[src/rtl/plane_flip_regs.sv]
module plane_flip_regs #(
  parameter int AW        = 32,
  parameter int PITCH_LSB = 6,
  parameter int TILE_LSB  = 9,
  parameter int TILE_MAX  = 16384
) (
  input  logic          clk,
  input  logic          rst_n,
  input  logic          wr_en,
  input  logic [1:0]    wr_sel,
  input  logic [AW-1:0] wr_data,
  input  logic [1:0]    rd_sel,
  output logic [AW-1:0] rd_data,
  input  logic          vblank,
  input  logic          tiled,
  input  logic          rot180,
  input  logic          frame_start,
  input  logic          line_adv,
  output logic          armed,
  output logic [AW-1:0] act_stride,
  output logic [AW-1:0] act_offset,
  output logic [AW-1:0] act_start,
  output logic [AW-1:0] first_pix,
  output logic [AW-1:0] line_addr,
  output logic          prog_err
);
  localparam logic [1:0] SEL_PITCH = 2'd0;
  localparam logic [1:0] SEL_DISP  = 2'd1;
  localparam logic [1:0] SEL_BASE  = 2'd2;
  localparam logic [AW-1:0] PITCH_MASK = {{(AW-PITCH_LSB){1'b1}}, {PITCH_LSB{1'b0}}};
  localparam logic [AW-1:0] TILE_LIM   = AW'(TILE_MAX);

  logic [AW-1:0] pnd_pitch, pnd_disp, pnd_base;
  logic commit;

  assign commit    = armed & vblank;
  assign first_pix = act_start + act_offset;

  always_ff @(posedge clk) begin
    if (!rst_n) begin
      pnd_pitch <= '0;
      pnd_disp  <= '0;
      pnd_base  <= '0;
    end else if (wr_en) begin
      case (wr_sel)
        SEL_PITCH: pnd_pitch <= wr_data & PITCH_MASK;
        SEL_DISP:  pnd_disp  <= wr_data;
        SEL_BASE:  pnd_base  <= wr_data;
        default: ;
      endcase
    end
  end

  always_ff @(posedge clk) begin
    if (!rst_n)
      armed <= 1'b0;
    else if (wr_en && wr_sel == SEL_BASE)
      armed <= 1'b1;
    else if (vblank)
      armed <= 1'b0;
  end

  always_ff @(posedge clk) begin
    if (!rst_n) begin
      act_stride <= '0;
      act_offset <= '0;
      act_start  <= '0;
    end else if (commit) begin
      act_stride <= pnd_pitch;
      act_offset <= pnd_disp;
      act_start  <= pnd_base;
    end
  end

  always_ff @(posedge clk) begin
    if (!rst_n)
      line_addr <= '0;
    else if (frame_start)
      line_addr <= first_pix;
    else if (line_adv)
      line_addr <= rot180 ? line_addr - act_stride : line_addr + act_stride;
  end

  always_comb begin
    case (rd_sel)
      SEL_PITCH: rd_data = pnd_pitch;
      SEL_DISP:  rd_data = pnd_disp;
      SEL_BASE:  rd_data = pnd_base;
      default:   rd_data = '0;
    endcase
  end

  assign prog_err = tiled & ((act_stride[TILE_LSB-1:0] != '0) | (act_stride > TILE_LIM));
endmodule


[config.mk]
export PLATFORM = sky130hd
export DESIGN_NAME = plane_flip_regs
export DESIGN_NICKNAME = d
export VERILOG_FILES = /design/src/rtl/plane_flip_regs.sv
export SDC_FILE = /design/constraint.sdc
export NUM_CORES = 1
export LEC_CHECK = 0
export BUFFER_PORTS_ARGS = -buffer_cell sky130_fd_sc_hd__buf_2
export CORE_MARGIN = 4
export CORE_UTILIZATION = 29
export CTS_CLUSTER_SIZE = 25
export DETAILED_ROUTE_END_ITERATION = 10
export GPL_ROUTABILITY_DRIVEN = 0
export HOLD_SLACK_MARGIN = 0.05
export PLACE_DENSITY = 0.52
export SETUP_SLACK_MARGIN = 0.02
export SYNTH_ARGS = -nofsm -noshare
export SYNTH_HDL_FRONTEND = slang
export SYNTH_SLANG_ARGS = --single-unit
[constraint.sdc]
create_clock -name clk -period 3.36 [get_ports clk]
set_clock_uncertainty 0.05 [all_clocks]
set_input_delay 0 -clock clk [delete_from_list [all_inputs] [get_ports clk]]
set_output_delay 0 -clock clk [all_outputs]
set_load 0.1 [all_outputs]
==> run_results.csv <==
group,metric,value,unit
timing,layout_setup_ws,10.1,ps
min_path,min_from,"wr_en",
yosys,syn_area_per_cell,7.57,um2
run,max_cap_violations,0,
timing,timing.fmax,0.299,GHz
final_layout,num-fill-cells,4076,
floorplanning,core-area,0.0390,mm2
power,internal_power,0.00485,W
final_layout,nets,1894,
power,p_leak,6.58,nW
yosys,yosysWarnings,0,
yosys,ys.flop_type,"dfxtp_1",
global_route,first_global_vias,10800,
yosys,seq_area_frac_synth,37.0,%
floorplanning,pin_count,238,
power,power_frac_comb,17.8,%
setup_path,r2r.worst_path.cells,15,
global_route,grt_max_degree,110,
detailed_routing,drc,0,
power,seqPwrFrac,37.9,%
global_route,globalRouteOverflowTotal,0,
floorplanning,rows,72,
clocking,tritoncts,"built",
placement,post-place-cells,2223,
power,p_sw,0.00207,W
run_status,status,"finished, final reports clean",
power,power.total,0.00692,W
detailed_routing,finalWirelength,43800,um
placement,place_ws,-134,ps
timing,maxSlewViolCount,0,
clocking,clk_latency,540,ps
setup_path,path_max_fanout,4,
final_layout,diodes,0,
timing,setup_viol,0,
setup_path,critPathKind,"reg2reg",
timing,rsz0062_at_grt,"true",
yosys,synth_edf_count,0,
min_path,hp-class,"in2reg",
setup_path,reg2reg_from,"act_stride[6]",
global_route,track_usage,19.1,%
detailed_routing,post_drt_wl_per_cell,18.8,um
global_route,antenna_found_initial,1,
timing,slew_headroom,36.9,%
placement,dp.final_hpwl,32200,um
setup_path,crit_required,3780,ps
power,p_sw_share,29.9,%
min_path,min_to,"pnd_base[19]",
global_route,grt_pass1_wl,65900,um
timing,final-hold-violation-count,0,
clocking,cts-root-buf,"clkbuf_16",
detailed_routing,viasPerCell,4.96,
setup_path,arrival,3770,ps
clocking,htreeDepth,1,
detailed_routing,dr_total_vias,11500,
detailed_routing,ant_nets,0,
placement,port_buffers,231,
power,pwr_density_cell,441,mW/mm2
setup_path,startpoint_type,"register",
yosys,synth.cell_area,0.0115,mm2
yosys,yosys.cell_types.count,76,
clocking,clock_sinks,213,
detailed_routing,first_pass_iters,5,
detailed_routing,dr.first_iter.drc_count,896,
floorplanning,die-area,0.0430,mm2
timing,timing.final.crit_period,3350,ps
yosys,synth_cells,1521,
yosys,synth_async_sr_flop_share,0,%
floorplanning,dieWidth,207,um
final_layout,drive_above_1_share,27.7,%
clocking,cts.clk_slew.worst_paths,60,ps
yosys,synth-seq-cells,213,
setup_path,rr_endpoint,"line_addr[31]",
final_layout,area_growth_syn_to_layout,36.4,%
setup_path,endpoint_kind,"register",
clocking,numCtsBuffers,27,
min_path,holdPathStages,6,
timing,finalCritPeriodShare,99.7,%
clocking,clk_path_buf_depth,3,
floorplanning,start_util,29.5,%
final_layout,stdcell_count,2328,
setup_path,r2r_slack,10,ps
power,clkPwrFrac,44.3,%
timing,worst_slew_pin_slew,947,ps
floorplanning,dieHeight,207,um
power,ir_drop,0.360,mV
final cells by class:
class | count | area [um2] | area share [%]
clock buffers | 32 | 746 | 4.75
clock inverters | 17 | 196 | 1.25
inverters | 24 | 100 | 0.637
multi-input cells | 1193 | 7430 | 47.3
flip-flops and latches | 213 | 4390 | 27.9
well taps | 518 | 648 | 4.12
repair buffers | 331 | 2200 | 14.0
logic make-up after synthesis:
family / share of synthesized area, %
AO/OA/AOI/OAI: 23.1
XOR/XNOR: 5.02
adder cells (fa/ha/maj): 6.65
buffers and inverters: 4.18
flip-flops: 37.0
multiplexers: 3.23
other: 0.0325
AND/OR/NAND/NOR: 20.8
synth_stat cells (4+ instances only):
cell / number / area [um2]
nand3_1: 14 / 70.1
ha_1: 58 / 726
o211a_1: 7 / 70.1
o21bai_1: 9 / 67.6
dfxtp_1: 213 / 4260
nor3_1: 22 / 110
a21o_1: 20 / 150
a22o_1: 6 / 52.6
and3_1: 7 / 43.8
o211ai_1: 4 / 30.0
a21oi_1: 253 / 1270
inv_1: 22 / 82.6
buf_1: 5 / 18.8
o21a_1: 9 / 67.6
nor2b_1: 8 / 50.1
xnor2_1: 44 / 385
mux2i_1: 36 / 360
o21ai_0: 59 / 295
a211oi_1: 13 / 97.6
nand4_1: 6 / 37.5
o21ai_1: 14 / 70.1
nand2_1: 432 / 1620
clkbuf_1: 83 / 312
nor2_1: 54 / 203
xor2_1: 22 / 193
a221oi_1: 4 / 35.0
buf_4: 6 / 45.0
a31oi_1: 11 / 68.8
nand2b_1: 7 / 43.8
cell usage in the layout (no fill, tap or decap), types with 8 or more instances in the layout:
master,Yosys,final
nand3_1,14,13
o21bai_1,9,8
nand2_1,432,430
xnor2_1,44,29
clkbuf_16,0,28
a211oi_1,13,11
mux2i_1,36,36
o21ai_1,14,13
dfxtp_2,0,38
ha_1,58,50
xor2_1,22,12
nor2_1,54,48
inv_1,22,20
dfxtp_1,213,154
nor3_1,22,19
o21ai_0,59,55
a21o_1,20,20
dlygate4sd3_1,0,41
buf_4,6,60
buf_2,1,214
a31oi_1,11,9
xnor2_2,0,10
a21oi_1,253,239
buf_12,0,11
a21oi_2,1,14
o21a_1,9,9
dfxtp_4,0,21
flip-flops by register name, summed over array words and instances (netlist names):
register and flops:
act_offset 32, act_start 32, line_addr 32, pnd_base 32, pnd_disp 32, act_stride 26
pnd_pitch 26, armed 1
per-stage QoR:
stage          util [%]  cell area, um2  setup TNS [ps]  hold slack (ps)
6_report           40.3           15700               0             64.6
5_1_grt            40.3           15700            -781             79.9
4_1_cts            39.6           15400               0             51.6
3_5_place_dp       35.5           13800            -425              213
3_3_place_gp       35.5           13800            -136              205
2_1_floorplan         -           11900            -368             86.0
timing repair:
item	CTS	global route
cloned	0	0
endpoints found under the hold margin	126	0
pin swaps	15	39
endpoints found under the setup margin	21	26
buffers inserted	8	6
resized for setup	35	57
hold buffers	42	0
how the worst max path moves through the flow:
| stage | from | to | slack [ps] | cells past startpoint |
|---|---|---|---|---|
| 3_3_place_gp | act_stride[8] | line_addr[25] | -70 | 14 |
| 6_report | act_stride[6] | line_addr[31] | 10 | 15 |
| 2_1_floorplan | act_offset[0] | line_addr[24] | -140 | 10 |
| 4_1_cts | act_start[0] | first_pix[22] | 20 | 11 |
| 3_5_place_dp | act_stride[8] | line_addr[25] | -130 | 14 |
| 5_1_grt | act_stride[10] | line_addr[31] | -230 | 16 |
critical path, cell delays in order, from the launching register on:
cell and delay (ps):
dfxtp_4 350, buf_4 140, nor4b_4 310, a31o_2 240, buf_4 140, o21ai_0 90
xnor2_1 150, ha_1 330, and2_1 170, a221o_1 390, o311ai_4 310, a21oi_2 90
o21ai_1 130, nand2_1 70, xnor2_1 130, a221oi_2 200
layer usage:
metal	global-route usage (%)	routed length [um]
met1	28.0	21000
met4	3.67	649
met2	29.9	19700
met3	2.95	2480
met5	0	0
power groups by stage:
stage	sequential [W]	combinational (W)	clock [W]
5_1_grt	0.00263	0.00132	0.00323
4_1_cts	0.00262	0.00115	0.00313
6_report	0.00263	0.00123	0.00306
2_1_floorplan	0.00285	0.000670	0
3_3_place_gp	0.00268	0.00110	0
3_5_place_dp	0.00268	0.00110	0
Power figures use the tool's default switching activity.
